`config.mk`:
```
export PLATFORM = sky130hd
export DESIGN_NAME = rtc_intctl
export DESIGN_NICKNAME = d
export VERILOG_FILES = /design/src/rtl/rtc_intctl_pkg.sv /design/src/rtl/rtc_ctrl_reg.sv /design/src/rtl/rtc_pulse_source.sv /design/src/rtl/rtc_held_source.sv /design/src/rtl/rtc_comp_ticker.sv /design/src/rtl/rtc_intctl.sv
export SDC_FILE = /design/constraint.sdc
export NUM_CORES = 1
export LEC_CHECK = 0
export BUFFER_PORTS_ARGS = -buffer_cell sky130_fd_sc_hd__buf_2
export CORE_ASPECT_RATIO = 0.75
export CORE_MARGIN = 2
export CORE_UTILIZATION = 45
export CTS_BUF_LIST = sky130_fd_sc_hd__clkbuf_16
export DETAILED_ROUTE_END_ITERATION = 8
export GPL_TIMING_DRIVEN = 0
export HOLD_SLACK_MARGIN = 0.03
export PLACE_DENSITY = 0.68
export SYNTH_ARGS = -nofsm -noshare
export SYNTH_HDL_FRONTEND = slang
export SYNTH_SLANG_ARGS = --single-unit
```
`constraint.sdc`:
```
create_clock -name clk -period 5.2 [get_ports clk]
set_input_delay 0.78 -clock clk [delete_from_list [all_inputs] [get_ports clk]]
set_output_delay 0.78 -clock clk [all_outputs]
set_load 0.1 [all_outputs]
```
`src/rtl/rtc_intctl_pkg.sv`:
```
package rtc_intctl_pkg;

  // Stored fields of the control byte.
  typedef struct packed {
    logic [1:0] csel;
    logic       upd_en;
    logic       tmr_en;
    logic       alm_en;
    logic       rst_bit;
  } ctrl_t;

  localparam ctrl_t CTRL_RESET = '{csel: 2'b01, upd_en: 1'b0, tmr_en: 1'b0,
                                   alm_en: 1'b0, rst_bit: 1'b0};

  // The byte layout; bits 2:1 are protected and read as zero.
  function automatic logic [7:0] pack_ctrl(ctrl_t c);
    return {c.csel, c.upd_en, c.tmr_en, c.alm_en, 2'b00, c.rst_bit};
  endfunction

  function automatic ctrl_t unpack_ctrl(logic [7:0] b);
    ctrl_t c;
    c.csel    = b[7:6];
    c.upd_en  = b[5];
    c.tmr_en  = b[4];
    c.alm_en  = b[3];
    c.rst_bit = b[0];
    return c;
  endfunction

  // Interval length in clock cycles for a select code.
  function automatic logic [31:0] interval_span(logic [1:0] sel,
                                                int unsigned t0, int unsigned t1,
                                                int unsigned t2, int unsigned t3);
    case (sel)
      2'b00:   return 32'(t0);
      2'b01:   return 32'(t1);
      2'b10:   return 32'(t2);
      default: return 32'(t3);
    endcase
  endfunction

  function automatic int unsigned max4(int unsigned a, int unsigned b,
                                       int unsigned c, int unsigned d);
    int unsigned m;
    m = a;
    if (b > m) m = b;
    if (c > m) m = c;
    if (d > m) m = d;
    return m;
  endfunction

  // Counter width able to hold n-1 (at least one bit).
  function automatic int unsigned count_width(int unsigned n);
    return (n > 2) ? $clog2(n) : 1;
  endfunction

endpackage

```
`src/rtl/rtc_ctrl_reg.sv`:
```
module rtc_ctrl_reg
  import rtc_intctl_pkg::*;
(
  input  logic       clk,
  input  logic       rst_n,
  input  logic       wr_en_i,
  input  logic [7:0] wr_data_i,
  output ctrl_t      ctrl_o,
  output logic       sel_restart_o,
  output logic [7:0] rd_data_o
);

  ctrl_t ctrl_q;
  ctrl_t ctrl_w;

  assign ctrl_w = unpack_ctrl(wr_data_i);

  always_ff @(posedge clk or negedge rst_n) begin
    if (!rst_n) begin
      ctrl_q <= CTRL_RESET;
    end else if (wr_en_i) begin
      ctrl_q <= ctrl_w;
    end
  end

  // Only a change of the select value restarts the interval counter.
  assign sel_restart_o = wr_en_i && (ctrl_w.csel != ctrl_q.csel);
  assign ctrl_o        = ctrl_q;
  assign rd_data_o     = pack_ctrl(ctrl_q);

endmodule

```
`src/rtl/rtc_pulse_source.sv`:
```
module rtc_pulse_source
  import rtc_intctl_pkg::*;
#(
  parameter int unsigned HOLD_CYCLES = 256
) (
  input  logic clk,
  input  logic rst_n,
  input  logic flag_i,
  input  logic en_i,
  output logic event_o,
  output logic active_o,
  output logic drive_o
);

  localparam int unsigned CW = count_width(HOLD_CYCLES);
  localparam logic [CW-1:0] LAST = CW'(HOLD_CYCLES - 1);

  logic          flag_q;
  logic          active_q;
  logic [CW-1:0] hold_cnt_q;

  assign event_o = flag_i & ~flag_q;

  always_ff @(posedge clk or negedge rst_n) begin
    if (!rst_n) begin
      flag_q     <= 1'b0;
      active_q   <= 1'b0;
      hold_cnt_q <= '0;
    end else begin
      flag_q <= flag_i;
      if (event_o && en_i) begin
        active_q   <= 1'b1;
        hold_cnt_q <= '0;
      end else if (!en_i) begin
        active_q <= 1'b0;
      end else if (active_q) begin
        if (hold_cnt_q == LAST) begin
          active_q <= 1'b0;
        end else begin
          hold_cnt_q <= hold_cnt_q + 1'b1;
        end
      end
    end
  end

  assign active_o = active_q;
  // Gating with the live enable cancels at the write edge itself.
  assign drive_o  = active_q & en_i;

endmodule

```
`src/rtl/rtc_held_source.sv`:
```
module rtc_held_source (
  input  logic clk,
  input  logic rst_n,
  input  logic flag_i,
  input  logic en_i,
  output logic event_o,
  output logic active_o,
  output logic drive_o
);

  logic flag_q;
  logic active_q;

  assign event_o = flag_i & ~flag_q;

  always_ff @(posedge clk or negedge rst_n) begin
    if (!rst_n) begin
      flag_q   <= 1'b0;
      active_q <= 1'b0;
    end else begin
      flag_q <= flag_i;
      if (event_o && en_i) begin
        active_q <= 1'b1;
      end else if (!en_i) begin
        active_q <= 1'b0;
      end
    end
  end

  assign active_o = active_q;
  assign drive_o  = active_q & en_i;

endmodule

```
`src/rtl/rtc_comp_ticker.sv`:
```
module rtc_comp_ticker
  import rtc_intctl_pkg::*;
#(
  parameter int unsigned TICKS_SEL0 = 16384,
  parameter int unsigned TICKS_SEL1 = 65536,
  parameter int unsigned TICKS_SEL2 = 327680,
  parameter int unsigned TICKS_SEL3 = 983040
) (
  input  logic       clk,
  input  logic       rst_n,
  input  logic [1:0] sel_i,
  input  logic       restart_i,
  output logic       tick_o,
  output logic       wrap_o
);

  localparam int unsigned TMAX = max4(TICKS_SEL0, TICKS_SEL1, TICKS_SEL2, TICKS_SEL3);
  localparam int unsigned CW   = count_width(TMAX);

  logic [31:0]   span;
  logic [CW-1:0] last;
  logic [CW-1:0] cnt_q;
  logic          tick_q;

  assign span   = interval_span(sel_i, TICKS_SEL0, TICKS_SEL1, TICKS_SEL2, TICKS_SEL3);
  assign last   = CW'(span - 32'd1);
  assign wrap_o = (cnt_q == last);

  always_ff @(posedge clk or negedge rst_n) begin
    if (!rst_n) begin
      cnt_q  <= '0;
      tick_q <= 1'b0;
    end else if (restart_i) begin
      cnt_q  <= '0;
      tick_q <= 1'b0;
    end else if (wrap_o) begin
      cnt_q  <= '0;
      tick_q <= 1'b1;
    end else begin
      cnt_q  <= cnt_q + 1'b1;
      tick_q <= 1'b0;
    end
  end

  assign tick_o = tick_q;

endmodule

```
`src/rtl/rtc_intctl.sv`:
```
module rtc_intctl
  import rtc_intctl_pkg::*;
#(
  parameter int unsigned RELEASE_CYCLES = 256,
  parameter int unsigned TICKS_SEL0     = 16384,
  parameter int unsigned TICKS_SEL1     = 65536,
  parameter int unsigned TICKS_SEL2     = 327680,
  parameter int unsigned TICKS_SEL3     = 983040
) (
  input  logic       clk,
  input  logic       rst_n,
  input  logic       ctrl_wr_en,
  input  logic [7:0] ctrl_wr_data,
  output logic [7:0] ctrl_rd_data,
  input  logic       upd_flag,
  input  logic       tmr_flag,
  input  logic       alm_flag,
  output logic       int_drive_low,
  output logic       comp_tick
);

  localparam int unsigned NUM_TIMED = 2;

  ctrl_t ctrl;
  logic  sel_restart;
  logic  comp_wrap;

  logic [NUM_TIMED-1:0] timed_flag;
  logic [NUM_TIMED-1:0] timed_en;
  logic [NUM_TIMED-1:0] timed_event;
  logic [NUM_TIMED-1:0] timed_active;
  logic [NUM_TIMED-1:0] timed_drive;

  logic alm_event;
  logic alm_active;
  logic alm_drive;

  // Named internal events, brought out for the checker.
  logic upd_event;
  logic tmr_event;
  logic upd_active;
  logic tmr_active;

  rtc_ctrl_reg u_reg (
    .clk           (clk),
    .rst_n         (rst_n),
    .wr_en_i       (ctrl_wr_en),
    .wr_data_i     (ctrl_wr_data),
    .ctrl_o        (ctrl),
    .sel_restart_o (sel_restart),
    .rd_data_o     (ctrl_rd_data)
  );

  assign timed_flag = {tmr_flag, upd_flag};
  assign timed_en   = {ctrl.tmr_en, ctrl.upd_en};

  for (genvar g = 0; g < NUM_TIMED; g++) begin : g_timed
    rtc_pulse_source #(
      .HOLD_CYCLES (RELEASE_CYCLES)
    ) u_src (
      .clk      (clk),
      .rst_n    (rst_n),
      .flag_i   (timed_flag[g]),
      .en_i     (timed_en[g]),
      .event_o  (timed_event[g]),
      .active_o (timed_active[g]),
      .drive_o  (timed_drive[g])
    );
  end

  rtc_held_source u_alm (
    .clk      (clk),
    .rst_n    (rst_n),
    .flag_i   (alm_flag),
    .en_i     (ctrl.alm_en),
    .event_o  (alm_event),
    .active_o (alm_active),
    .drive_o  (alm_drive)
  );

  assign upd_event  = timed_event[0];
  assign tmr_event  = timed_event[1];
  assign upd_active = timed_active[0];
  assign tmr_active = timed_active[1];

  assign int_drive_low = (|timed_drive) | alm_drive;

  rtc_comp_ticker #(
    .TICKS_SEL0 (TICKS_SEL0),
    .TICKS_SEL1 (TICKS_SEL1),
    .TICKS_SEL2 (TICKS_SEL2),
    .TICKS_SEL3 (TICKS_SEL3)
  ) u_tick (
    .clk       (clk),
    .rst_n     (rst_n),
    .sel_i     (ctrl.csel),
    .restart_i (sel_restart),
    .tick_o    (comp_tick),
    .wrap_o    (comp_wrap)
  );

endmodule

```
==> flow_metrics.tcl <==
set metrics [dict create \
    row_count 23 \
    gp_congestion 0.809 \
    final_hold_viol_count 0 \
    die_y_um 67.4 \
    max_slew_margin_pct 28.1 \
    tns_ns 0 \
    synthTopCellsByCount "dfrtp_1 (48), nor3_1 (19), nand2_1 (16)" \
    crit_path_max_fanout 5 \
    min_from "g_timed[1].u_src.flag_q$_DFF_PN0_" \
    ys_seq_elements 49 \
    synth_largest_area_cell "dfrtp_1" \
    holdPathStages 1 \
    clk_latency_ns 0.29 \
    dpl-instance-area_mm2 0.00260 \
    syn_area_per_cell_um2 10.3 \
    wl_per_cell_um 13.4 \
    worst_slew_pin_slew_ns 1.08 \
    fin_area_mm2 0.00277 \
    min_period_ns 2.22 \
    grt_pass1_wl_mm 7.51 \
    fp.dieArea_mm2 0.00597 \
    synth-async-reset-ratio_pct 100 \
    met1_length_mm 2.28 \
    wl_met2_mm 2.02 \
    synth.distinct_cells 45 \
    initial_core_util_pct 45.8 \
    first_pass_iters 4 \
    grt_max_degree 50 \
    finalSetupViolCount 0 \
    ioPinCount 24 \
    end_kind "primary output" \
    core_mm2 0.00527 \
    cts_hold_buf 0 \
    yosys.area.top_type_share_pct 49.8 \
    clock-sinks 49 \
    yosysMostFrequentCell "dfrtp_1" \
    slew_violations 0 \
    die_width_um 88.5 \
    htreeDepth 2 \
    outcome "complete, no violations" \
    timing.fmax_mhz 450 \
    postCtsSetupBuffers 0 \
    postRouteAntennaNets 0 \
    reg2reg_from "u_tick.cnt_q[0]$_DFF_PN0_" \
    area_delta_synth_final_pct 14.9 \
    syn_area_mm2 0.00241 \
    worstPathArrival_ns 1.44 \
    io_buffer_count 18 \
    grt_overflow 0 \
    final.setup_skew_ns 0.00668 \
    dp_hpwl_mm 3.02 \
    grt_usage_pct 16.3 \
    cts_buffers 5 \
    route.vias.total 1777 \
    final_cells 336 \
    routed.top_layer "met4" \
    worst_r2r_endpoint "u_tick.cnt_q[3]$_DFF_PN0_" \
    r2r_slack_ns 3.10 \
    seq_area_frac_synth_pct 50.9 \
    clkTransAtPathRegs_ns 0.07 \
    peakVddDrop_v 0.000179 \
    diodes 0 \
    drive_gt1_share_pct 18.0 \
    leakagePower_nw 1.17 \
    post-place-cells 328 \
    path_class "reg2out" \
    synth.area.top_cells "dfrtp_1 (50%), xnor2_1 (5.1%), nor3_1 (3.9%)" \
    r2r_cells 6 \
    grt_pass1_vias 1634 \
    antenna_found_initial 0 \
    dr_wl_met3_um 127 \
    synth_ff_type "dfrtp_1" \
    viasPerCell 5.29 \
    synth_edf_count 0 \
    first_iter_violations 75 \
    cts_resized 0 \
    synthCells 234 \
    wirelength_mm 4.50 \
    min_to "g_timed[1].u_src.active_o$_DFF_PN0_" \
    finalCritPeriodShare_pct 42.7 \
    power-per-cell-area_mw_per_mm2 354 \
    cap_viol_max_count 0 \
    nets 277 \
    root_buffer "clkbuf_16" \
    rsz0062_at_grt "false" \
    cp-start-kind "flip-flop" \
    clockBufferDepth 2 \
    required_ns 4.42 \
    power.total_w 0.000981 \
    holdCritPathClass "reg2reg" \
    cts_tree "built" \
    yosysWarnings 0 \
    drc 0 \
]
[worst max path at each step]
stage,cells past startpoint,endpoint,start
floorplan,5,u_tick.cnt_q[2]$_DFF_PN0_,u_reg.ctrl_o[5]$_DFFE_PN0P_
global placement,4,u_tick.cnt_q[5]$_DFF_PN0_,ctrl_wr_en
detailed placement,4,u_tick.cnt_q[4]$_DFF_PN0_,ctrl_wr_en
CTS,3,int_drive_low,u_reg.ctrl_o[2]$_DFFE_PN0P_
global route,6,u_tick.cnt_q[3]$_DFF_PN0_,u_tick.cnt_q[0]$_DFF_PN0_
finish,3,int_drive_low,u_reg.ctrl_o[2]$_DFFE_PN0P_
[cell families (layout without fill, tap and decap cells)]
kind of cell    after synthesis  count (layout)  share of synthesized area (%)
flops                        49              49                           50.9
other cells                   1               2                          0.156
buf+inv                      22              48                           4.31
compound gates               39              39                           10.8
simple gates                 91              91                           21.0
fa+ha+maj                     3               3                           1.56
mux                           8               8                           3.63
xor+xnor                     21              21                           7.63
[final cells by class]
class | instances | area (um^2)
Clock buffer | 5 | 125
Multi-Input combinational cell | 164 | 1080
Fill cell | 495 | 2500
Inverter | 9 | 33.8
Buffer | 13 | 70.1
Tap cell | 75 | 93.8
Clock inverter | 3 | 46.3
Sequential cell | 49 | 1230
Timing Repair Buffer | 18 | 90.1
[cells in the final DEF (no fill, tap or decap), drive strengths merged, types with 8 or more instances in the layout]
master   n
o21ai    9
nor2    10
nor3    19
nand2   16
dfrtp   48
a21oi   10
buf     25
nand4    9
inv      9
clkbuf  11
xnor2   14
or3      8
nand3    8
[routing by layer]
layer / vias up / track usage, %
li1: 886 / -
met1: 860 / 22.5
met4: 0 / 6.25
met5: - / 0
met2: 24 / 25.2
met3: 7 / 3.67
[where the power goes]
part	internal (W)	total, W	switching [W]
Combinational	0.0000540	0.000164	0.000110
Clock	0.000228	0.000368	0.000141
Sequential	0.000417	0.000449	0.0000318
Total	0.000698	0.000981	0.000283
[sequential cells by signal, indices dropped and copies added (netlist names)]
register and count:
u_alm.flag_q 1, u_tick.cnt_q 20, u_reg.ctrl_o 6, g_timed.u_src.active_o 2, u_tick.tick_o 1, g_timed.u_src.hold_cnt_q 16, u_alm.active_o 1, g_timed.u_src.flag_q 2
[worst max-delay path, stage by stage (launching register included)]
cell	delay, ns
dfrtp_1	0.42
and2_1	0.18
a221o_1	0.25
buf_2	0.29
[through the flow]
step	utilization [%]	setup slack [ns]	hold WS, ns
after global routing	52.6	2.90	0.513
final	52.6	2.98	0.457
after detailed placement	49.3	2.96	0.452
after floorplan	-	3.14	0.436
after global placement	49.3	2.97	0.443
after CTS	52.6	2.96	0.461
Note: power is estimated with default switching activity, not from simulation.
